===== src/rtl/mref_pkg.sv =====
package mref_pkg;

    parameter int MREF_W    = 16;
    parameter int MREF_ACCS = 4;
    parameter int MREF_SELW = $clog2(MREF_ACCS);
    parameter int LINK_IDX  = 3;

    typedef enum logic [2:0] {
        OP_LOAD  = 3'd0,
        OP_STORE = 3'd1,
        OP_JUMP  = 3'd2,
        OP_CALL  = 3'd3,
        OP_INCT  = 3'd4,
        OP_DECT  = 3'd5,
        OP_RSV6  = 3'd6,
        OP_RSV7  = 3'd7
    } op_e;

    typedef enum logic [2:0] {
        S_IDLE,
        S_LD_REQ,
        S_LD_WAIT,
        S_STORE,
        S_XFER,
        S_RMW_REQ,
        S_RMW_WAIT
    } state_e;

    typedef enum logic [1:0] {
        PC_HOLD,
        PC_ENTRY,
        PC_TARGET,
        PC_SKIP
    } pc_op_e;

    typedef struct packed {
        op_e                   op;
        logic [MREF_SELW-1:0]  sel;
        logic [MREF_W-1:0]     target;
    } cmd_t;

    function automatic logic op_legal(input logic [2:0] code);
        return code[2:1] != 2'b11;
    endfunction

    function automatic state_e first_state(input op_e code);
        case (code)
            OP_LOAD:          return S_LD_REQ;
            OP_STORE:         return S_STORE;
            OP_JUMP, OP_CALL: return S_XFER;
            OP_INCT, OP_DECT: return S_RMW_REQ;
            default:          return S_IDLE;
        endcase
    endfunction

endpackage


===== src/rtl/mref_accfile.sv =====
module mref_accfile #(
    parameter int W = 16,
    parameter int N = 4,
    localparam int SW = $clog2(N)
) (
    input  logic           clk,
    input  logic           rst,
    input  logic           we,
    input  logic [SW-1:0]  wsel,
    input  logic [W-1:0]   wdata,
    input  logic [SW-1:0]  rsel,
    output logic [W-1:0]   rdata,
    output logic [W*N-1:0] flat
);

    logic [W-1:0] regs [N];

    for (genvar g = 0; g < N; g++) begin : g_acc
        always_ff @(posedge clk) begin
            if (rst)
                regs[g] <= '0;
            else if (we && (wsel == SW'(g)))
                regs[g] <= wdata;
        end
        assign flat[g*W +: W] = regs[g];
    end

    assign rdata = regs[rsel];

endmodule


===== src/rtl/mref_pcreg.sv =====
module mref_pcreg
    import mref_pkg::*;
#(
    parameter int W = 16
) (
    input  logic         clk,
    input  logic         rst,
    input  pc_op_e       pc_op,
    input  logic [W-1:0] entry,
    input  logic [W-1:0] jump_to,
    output logic [W-1:0] pc_q
);

    always_ff @(posedge clk) begin
        if (rst)
            pc_q <= '0;
        else begin
            case (pc_op)
                PC_ENTRY:  pc_q <= entry;
                PC_TARGET: pc_q <= jump_to;
                PC_SKIP:   pc_q <= pc_q + W'(1);
                default:   pc_q <= pc_q;
            endcase
        end
    end

endmodule


===== src/rtl/mref_ctrl.sv =====
module mref_ctrl
    import mref_pkg::*;
(
    input  logic                  clk,
    input  logic                  rst,
    input  logic                  start,
    input  logic [2:0]            opcode,
    input  logic [MREF_SELW-1:0]  acc_sel,
    input  logic [MREF_W-1:0]     target,
    input  logic                  rmw_done,
    input  logic                  rmw_zero,
    output cmd_t                  cmd,
    output logic                  busy,
    output logic                  illegal,
    output logic                  mem_req,
    output logic                  mem_we,
    output logic                  rmw_req,
    output logic                  rmw_dec,
    output logic                  acc_we,
    output logic [MREF_SELW-1:0]  acc_wsel,
    output logic                  acc_from_link,
    output pc_op_e                pc_op
);

    state_e state;
    logic   accept;

    assign accept = (state == S_IDLE) && start && op_legal(opcode);

    always_ff @(posedge clk) begin
        if (rst) begin
            state   <= S_IDLE;
            cmd     <= '0;
            illegal <= 1'b0;
        end else begin
            case (state)
                S_IDLE: begin
                    if (start) begin
                        if (op_legal(opcode)) begin
                            cmd     <= '{op: op_e'(opcode), sel: acc_sel, target: target};
                            illegal <= 1'b0;
                            state   <= first_state(op_e'(opcode));
                        end else begin
                            illegal <= 1'b1;
                        end
                    end
                end
                S_LD_REQ:   state <= S_LD_WAIT;
                S_LD_WAIT:  state <= S_IDLE;
                S_STORE:    state <= S_IDLE;
                S_XFER:     state <= S_IDLE;
                S_RMW_REQ:  state <= S_RMW_WAIT;
                S_RMW_WAIT: if (rmw_done) state <= S_IDLE;
                default:    state <= S_IDLE;
            endcase
        end
    end

    always_comb begin
        busy          = (state != S_IDLE);
        mem_req       = (state == S_LD_REQ) || (state == S_STORE);
        mem_we        = (state == S_STORE);
        rmw_req       = (state == S_RMW_REQ);
        rmw_dec       = (cmd.op == OP_DECT);
        acc_we        = 1'b0;
        acc_wsel      = cmd.sel;
        acc_from_link = 1'b0;
        pc_op         = PC_HOLD;
        if (accept)
            pc_op = PC_ENTRY;
        case (state)
            S_LD_WAIT: acc_we = 1'b1;
            S_XFER: begin
                pc_op = PC_TARGET;
                if (cmd.op == OP_CALL) begin
                    acc_we        = 1'b1;
                    acc_wsel      = MREF_SELW'(LINK_IDX);
                    acc_from_link = 1'b1;
                end
            end
            S_RMW_WAIT: if (rmw_done && rmw_zero) pc_op = PC_SKIP;
            default: ;
        endcase
    end

endmodule


===== src/rtl/mref_seq.sv =====
module mref_seq
    import mref_pkg::*;
#(
    parameter int W  = MREF_W,
    parameter int NA = MREF_ACCS,
    localparam int SW = $clog2(NA)
) (
    input  logic            clk,
    input  logic            rst,
    input  logic            start,
    input  logic [2:0]      opcode,
    input  logic [SW-1:0]   acc_sel,
    input  logic [W-1:0]    target,
    input  logic [W-1:0]    pc_in,
    output logic            busy,
    output logic            illegal,
    output logic [W-1:0]    pc_out,
    output logic [W*NA-1:0] acc_flat,
    output logic            mem_req,
    output logic            mem_we,
    output logic [W-1:0]    mem_addr,
    output logic [W-1:0]    mem_wdata,
    input  logic [W-1:0]    mem_rdata,
    output logic            rmw_req,
    output logic            rmw_dec,
    output logic [W-1:0]    rmw_addr,
    input  logic            rmw_done,
    input  logic            rmw_zero
);

    cmd_t            cmd;
    logic            acc_we;
    logic [SW-1:0]   acc_wsel;
    logic            acc_from_link;
    logic [W-1:0]    acc_wdata;
    logic [W-1:0]    acc_rdata;
    pc_op_e          pc_op;

    mref_ctrl u_ctrl (
        .clk           (clk),
        .rst           (rst),
        .start         (start),
        .opcode        (opcode),
        .acc_sel       (acc_sel),
        .target        (target),
        .rmw_done      (rmw_done),
        .rmw_zero      (rmw_zero),
        .cmd           (cmd),
        .busy          (busy),
        .illegal       (illegal),
        .mem_req       (mem_req),
        .mem_we        (mem_we),
        .rmw_req       (rmw_req),
        .rmw_dec       (rmw_dec),
        .acc_we        (acc_we),
        .acc_wsel      (acc_wsel),
        .acc_from_link (acc_from_link),
        .pc_op         (pc_op)
    );

    // the link value is the program counter before this edge's update
    assign acc_wdata = acc_from_link ? pc_out : mem_rdata;

    mref_accfile #(.W(W), .N(NA)) u_acc (
        .clk   (clk),
        .rst   (rst),
        .we    (acc_we),
        .wsel  (acc_wsel),
        .wdata (acc_wdata),
        .rsel  (cmd.sel),
        .rdata (acc_rdata),
        .flat  (acc_flat)
    );

    mref_pcreg #(.W(W)) u_pc (
        .clk     (clk),
        .rst     (rst),
        .pc_op   (pc_op),
        .entry   (pc_in),
        .jump_to (cmd.target),
        .pc_q    (pc_out)
    );

    assign mem_addr  = cmd.target;
    assign mem_wdata = acc_rdata;
    assign rmw_addr  = cmd.target;

endmodule


===== config.mk =====
export PLATFORM = sky130hd
export DESIGN_NAME = mref_seq
export DESIGN_NICKNAME = d
export VERILOG_FILES = /design/src/rtl/mref_pkg.sv /design/src/rtl/mref_accfile.sv /design/src/rtl/mref_pcreg.sv /design/src/rtl/mref_ctrl.sv /design/src/rtl/mref_seq.sv
export SDC_FILE = /design/constraint.sdc
export NUM_CORES = 1
export LEC_CHECK = 0
export BUFFER_PORTS_ARGS = -buffer_cell sky130_fd_sc_hd__buf_4
export CORE_MARGIN = 1.5
export CORE_UTILIZATION = 30
export CTS_CLUSTER_DIAMETER = 60
export DETAILED_ROUTE_END_ITERATION = 10
export PLACE_DENSITY = 0.66
export SLEW_MARGIN = 10
export SYNTH_ARGS = -nofsm -noshare
export SYNTH_HDL_FRONTEND = slang
export SYNTH_SLANG_ARGS = --single-unit
export TNS_END_PERCENT = 50

===== constraint.sdc =====
create_clock -name clk -period 1.89 [get_ports clk]
set_input_delay 0.378 -clock clk [delete_from_list [all_inputs] [get_ports clk]]
set_output_delay 0.378 -clock clk [all_outputs]
set_load 0.02 [all_outputs]

==> flow_metrics.tcl, run 1 <==
set metrics [dict create \
    status "finished, violations left" \
    violations "negative setup slack" \
    synthDistinctLibCells 60 \
    layout_commonest_cell "buf_4" \
    critPathMaxFanout 8 \
    finalPower_mw 6.941 \
    layout_min_cycle_time_ns 1.991 \
    async_flop_share_pct 0 \
    antenna_found_initial 0 \
    yosysWarnings 0 \
    avgSynthCellArea_um2 10.53 \
    fin_crit_sh_pct 105.3 \
    r2r_cells 5 \
    fin_ws_ns -0.1009 \
    worst_pin_slew_ns 0.4977 \
    worstPathCellList "buf_12, mux4_2, buf_6" \
    synth_seq_cells 107 \
    drt.antenna.violating_nets 0 \
    r2r_slack_ns 0.05 \
    whs_endpoint "u_ctrl.cmd[4]" \
    first_pass_iters 6 \
    hold_path.class "in2reg" \
    fmaxAchievable_ghz 0.5023 \
    clock_path_buffers 2 \
    root_buffer "clkbuf_16" \
    grt-ovfl-total 0 \
    cts_buffers 9 \
    powerDensity_nw_per_um2 916.3 \
    timing.rr.end "u_pc.pc_q[9]" \
    cp-end-kind "output port" \
    hold_depth 3 \
    clkLatencyLatePin_ns 0.36 \
    rsz0062_at_grt "yes" \
    portBuffers 191 \
    num_rows 48 \
    drt-initial-drc-count 272 \
    worstSetupPathType "reg2out" \
    netlist_area_um2 5275 \
    die-area_um2 18390 \
    totalWireLength_um 16150 \
    initial_core_util_pct 30.60 \
    cp_slowest_stage_delay_ns 0.53 \
    peakVddDrop_mv 0.4477 \
    htree_levels 3 \
    leakage_nw 3.192 \
    synth-seq-area-share_pct 52.75 \
    worstHoldStart "target[4]" \
    dp_hpwl_um 12140 \
    maxCapViolCount 0 \
    hold_viol 0 \
    grt_pass1_wl_um 24250 \
    io_pins 192 \
    route.detailed.drc 0 \
    via_count 4565 \
    vias_per_cell 4.872 \
    place.gp.congestion 0.8335 \
    setup_viol 16 \
    syn_inst 501 \
    core-area_um2 17240 \
    die_h_um 135.6 \
    relSlewSlack_pct 66.70 \
    first_global_vias 4307 \
    fillCellCount 1618 \
    grt_max_degree 24 \
    start_kind "register" \
    final_cell_mix "234 x buf_4, 86 x nor2_1, 64 x nand2_1, 64 x edfxtp_1, 42 x dfxtp_1" \
    wire_per_inst_um 17.24 \
    cts_sinks 107 \
    critical_path_required_ns 1.51 \
    clkSlewWorstSetupHoldPaths_ns 0.07 \
    num_antenna_cells 0 \
    rr_startpoint "u_pc.pc_q[2]" \
    grtUsageTotal_pct 17.52 \
    worstPathArrival_ns 1.61 \
    cts_tree "done" \
    slew_violations 0 \
    setup_tns_ns -1.240 \
    synthesis.nets 563 \
    hold_buffers 0 \
    syn_to_final_growth_pct 43.60 \
    drive_gt1_share_pct 42.28 \
    die_w_um 135.6 \
    skew_ns 0.008315 \
    synth-main-ff-cell "edfxtp_1" \
    nNetsFinal 769 \
    crit_slowest_cell "mux4_2" \
    synth_edf_count 64 \
]
-- Yosys cell counts, types with 3 or more instances --
cell type	instances	area share, %
and2_1	3	0.36
ha_1	4	0.95
a221oi_1	5	0.83
edfxtp_1	64	36
clkbuf_1	12	0.85
nor2_1	86	6.1
buf_4	34	4.8
nand2b_1	4	0.47
o21ai_0	15	1.4
nor4_1	3	0.36
mux2i_1	16	3.0
nand3_1	11	1.0
inv_1	5	0.36
a211oi_1	4	0.57
buf_6	3	0.64
mux4_2	16	6.8
nor3_1	7	0.66
buf_2	12	1.1
dfxtp_1	43	16
a21oi_1	32	3.0
a21o_1	3	0.43
nor2b_1	4	0.47
xor2_1	4	0.66
nand2_1	64	4.6
-- cell type report --
cell class                 instances  area [µm²]  area share (%)
sequential                       107        2786           36.79
multi-input combinational        326        2107           27.82
timing repair buffer             257        2085           27.52
tap                              225       281.5           3.717
clock buffer                      10       229.0           3.023
clock inverter                     6       63.81          0.8424
inverter                           6       22.52          0.2973
-- critical path, delay by kind of cell, from the launching register on --
kind | cells | cell delay (ns)
buf+inv | 2 | 0.31
flops | 1 | 0.41
mux | 1 | 0.53
-- routing by layer --
layer / share of wire (%) / up-vias / global-route usage, %
li1: - / 2185 / -
met1: 41 / 2169 / 21.19
met2: 52 / 200 / 31.33
met3: 6.9 / 11 / 3.816
met4: 0.89 / 0 / 4.659
met5: 0 / - / 0
-- power by group --
part           internal, mW  switching [mW]
clock                  1.03           0.871
sequential             2.69           0.190
combinational          1.00            1.16
total                  4.72            2.22
-- timing repair --
item / 4_1_cts / 5_1_grt
cloned: 1 / 0
resized for setup: 19 / 6
pin swaps: 0 / 1
endpoints found under the setup margin: 16 / 56
setup buffers: 0 / 0
-- cell families after synthesis --
family	after synthesis	synth area share, %
and+or+nand+nor	198	16.53
DFF	107	52.75
AOI/OAI and AO/OA	88	11.27
buffers and inverters	68	7.969
muxes	32	9.867
xor gates and xnor gates	4	0.6641
adders and majority gates	4	0.9488
-- worst max path at each step --
stage | endpoint | slack, ns | cells after the start
after floorplan | u_acc.regs[0][15] | 0.07 | 8
after global placement | u_pc.pc_q[7] | 0.04 | 7
after detailed placement | register | 0.007 | 9
after CTS | mem_wdata[9] | -0.12 | 3
after global routing | mem_wdata[1] | -0.14 | 3
final | mem_wdata[9] | -0.10 | 3
-- through the flow --
step / setup WS (ns) / area [µm²] / instances / hold slack [ns] / utilization (%)
finish: -0.1009 / 7575 / 937 / 0.2627 / 43.95
global route: -0.1369 / 7575 / 937 / 0.2565 / 43.95
CTS: -0.1170 / 7550 / 937 / 0.2555 / 43.80
detailed placement: 0.006968 / 7166 / 920 / 0.4594 / 41.57
global placement: 0.04267 / 7166 / 920 / 0.4543 / 41.57
floorplan: 0.07473 / 5280 / 501 / 0.4451 / -
-- registers in the layout (all words and copies together) (netlist names), named ones only --
signal and cells:
u_acc.regs 64, u_ctrl.cmd 21, u_pc.pc_q 16, u_ctrl.state 3, u_ctrl.illegal 1
Note: power is estimated with default switching activity, not from simulation.
==> run 2: changes to the inputs <==
- CELL_PAD_IN_SITES_DETAIL_PLACEMENT: default -> 1
- CELL_PAD_IN_SITES_GLOBAL_PLACEMENT: default -> 1
- PLACE_DENSITY: 0.66 -> 0.8
==> flow_metrics.tcl, run 2 (synthesis gave the netlist of run 1 again) <==
set metrics [dict create \
    pre_cts_ws_ns 0.002033 \
    status "finished, violations left" \
    cp-end-kind "output port" \
    finalPower_mw 6.858 \
    final_cell_mix "228 x buf_4, 86 x nor2_1, 64 x nand2_1, 64 x edfxtp_1, 42 x dfxtp_1" \
    setup_viol 16 \
    slew_violations 0 \
    whs_endpoint "u_ctrl.cmd[15]" \
    top_regs "u_acc.regs: 64 flops, u_ctrl.cmd: 21 flops, u_pc.pc_q: 16 flops" \
    drive_gt1_share_pct 42.43 \
    cp_slowest_stage_delay_ns 0.53 \
    use_met2_pct 36.10 \
    vias_per_cell 5.039 \
    violations "negative setup slack" \
    fmaxAchievable_ghz 0.5026 \
    critical_path_required_ns 1.51 \
    route.detailed.drc 0 \
    first_global_vias 4953 \
    grtUsageMet3_pct 3.779 \
    die-area_um2 18390 \
    critPathMaxFanout 8 \
    via_count 4696 \
    antenna_found_initial 0 \
    skew_ns 0.009000 \
    initial_core_util_pct 30.60 \
    whs_ns 0.2657 \
    maxCapViolCount 0 \
    worstSetupPathType "reg2out" \
    totalWireLength_um 17980 \
    largest_reg_flops 64 \
    worst_pin_slew_ns 0.4018 \
    start_kind "register" \
    layout_min_cycle_time_ns 1.990 \
    cts_tree "done" \
    layout_commonest_cell "buf_4" \
    clkSlewWorstSetupHoldPaths_ns 0.08 \
    peakVddDrop_mv 0.4373 \
    fin_crit_sh_pct 105.3 \
    die_h_um 135.6 \
    dp_hpwl_um 14000 \
    place.gp.congestion 0.8901 \
    num_rows 48 \
    clock_path_buffers 2 \
    grtUsageMet1_pct 22.70 \
    nNetsFinal 764 \
    grt-ovfl-total 0 \
    portBuffers 191 \
    worstPathArrival_ns 1.61 \
    core-area_um2 17240 \
    grt.busiest_layer "met2" \
    r2r_slack_ns 0.06 \
    r2r_cells 6 \
    top_register "u_acc.regs" \
    timing.rr.end "u_pc.pc_q[10]" \
    rsz0062_at_grt "yes" \
    drt.antenna.violating_nets 0 \
    leakage_nw 3.149 \
    clkLatencyLatePin_ns 0.36 \
    cts_sinks 107 \
    grt_max_degree 26 \
    worstHoldStart "target[15]" \
    die_w_um 135.6 \
    hold_viol 0 \
    cts_buffers 9 \
    drt-initial-drc-count 233 \
    setup_tns_ns -1.226 \
    io_pins 192 \
    grtUsageTotal_pct 19.55 \
    rr_startpoint "u_pc.pc_q[0]" \
    fin_ws_ns -0.09965 \
    wire_per_inst_um 19.29 \
    crit_slowest_cell "mux4_2" \
    powerDensity_nw_per_um2 907.8 \
    first_pass_iters 5 \
    grt_pass1_wl_um 27190 \
    relSlewSlack_pct 72.52 \
    num_antenna_cells 0 \
    hold_depth 3 \
    syn_to_final_growth_pct 43.22 \
    worstPathCellList "buf_12, mux4_2, buf_6" \
    htree_levels 3 \
    root_buffer "clkbuf_16" \
    hold_path.class "in2reg" \
]
[run 2: through the flow]
step | instances | util [%] | instance area (µm²)
finish | 932 | 43.83 | 7555
global route | 932 | 43.83 | 7555
CTS | 929 | 43.19 | 7445
detailed placement | 912 | 41.08 | 7081
global placement | 912 | 41.08 | 7081
floorplan | 501 | - | 5280
[run 2: worst max path at each step]
stage | from | endpoint | slack (ns) | cells after the start
2_1_floorplan | u_ctrl.state[1] | u_acc.regs[0][15] | 0.07 | 8
3_3_place_gp | opcode[1] | u_pc.pc_q[7] | 0.09 | 6
3_5_place_dp | u_ctrl.state[1] | u_pc.pc_q[12] | 0.002 | 7
4_1_cts | register | mem_wdata[12] | -0.12 | 3
5_1_grt | register | mem_wdata[12] | -0.14 | 3
6_report | register | mem_wdata[12] | -0.1 | 3
[run 2: power breakdown]
group          total (mW)  switching [mW]  internal (mW)  leakage, nW
sequential           2.90           0.213           2.69         1.02
clock                1.79           0.885          0.904        0.124
combinational        2.17            1.18          0.985         2.01
total                6.86            2.28           4.58         3.15
[run 2: repair_timing]
item	CTS	global route
setup endpoints to repair	18	84
buffers inserted	0	2
pin swaps	0	1
gates cloned	1	1
gates resized for setup	20	12
hold buffers	0	0
[run 2: area by class of cell]
cell class	count	area, µm²
Fill cell	1896	9682
Sequential cell	107	2786
Multi-Input combinational cell	326	2136
Timing Repair Buffer	252	2056
Tap cell	225	281.5
Clock buffer	11	232.7
Clock inverter	5	40.04
Inverter	6	22.52
[run 2: critical path: cells and delay by family (launching register included)]
kind,cells,cell delay (ns)
buffers and inverters,2,0.30
muxes,1,0.53
DFF,1,0.41
[run 2: per-layer routing]
layer,up-vias,share of wire (%)
met1,2321,40
li1,2168,-
met4,0,1.2
met2,188,53
met3,19,5.6
met5,-,0
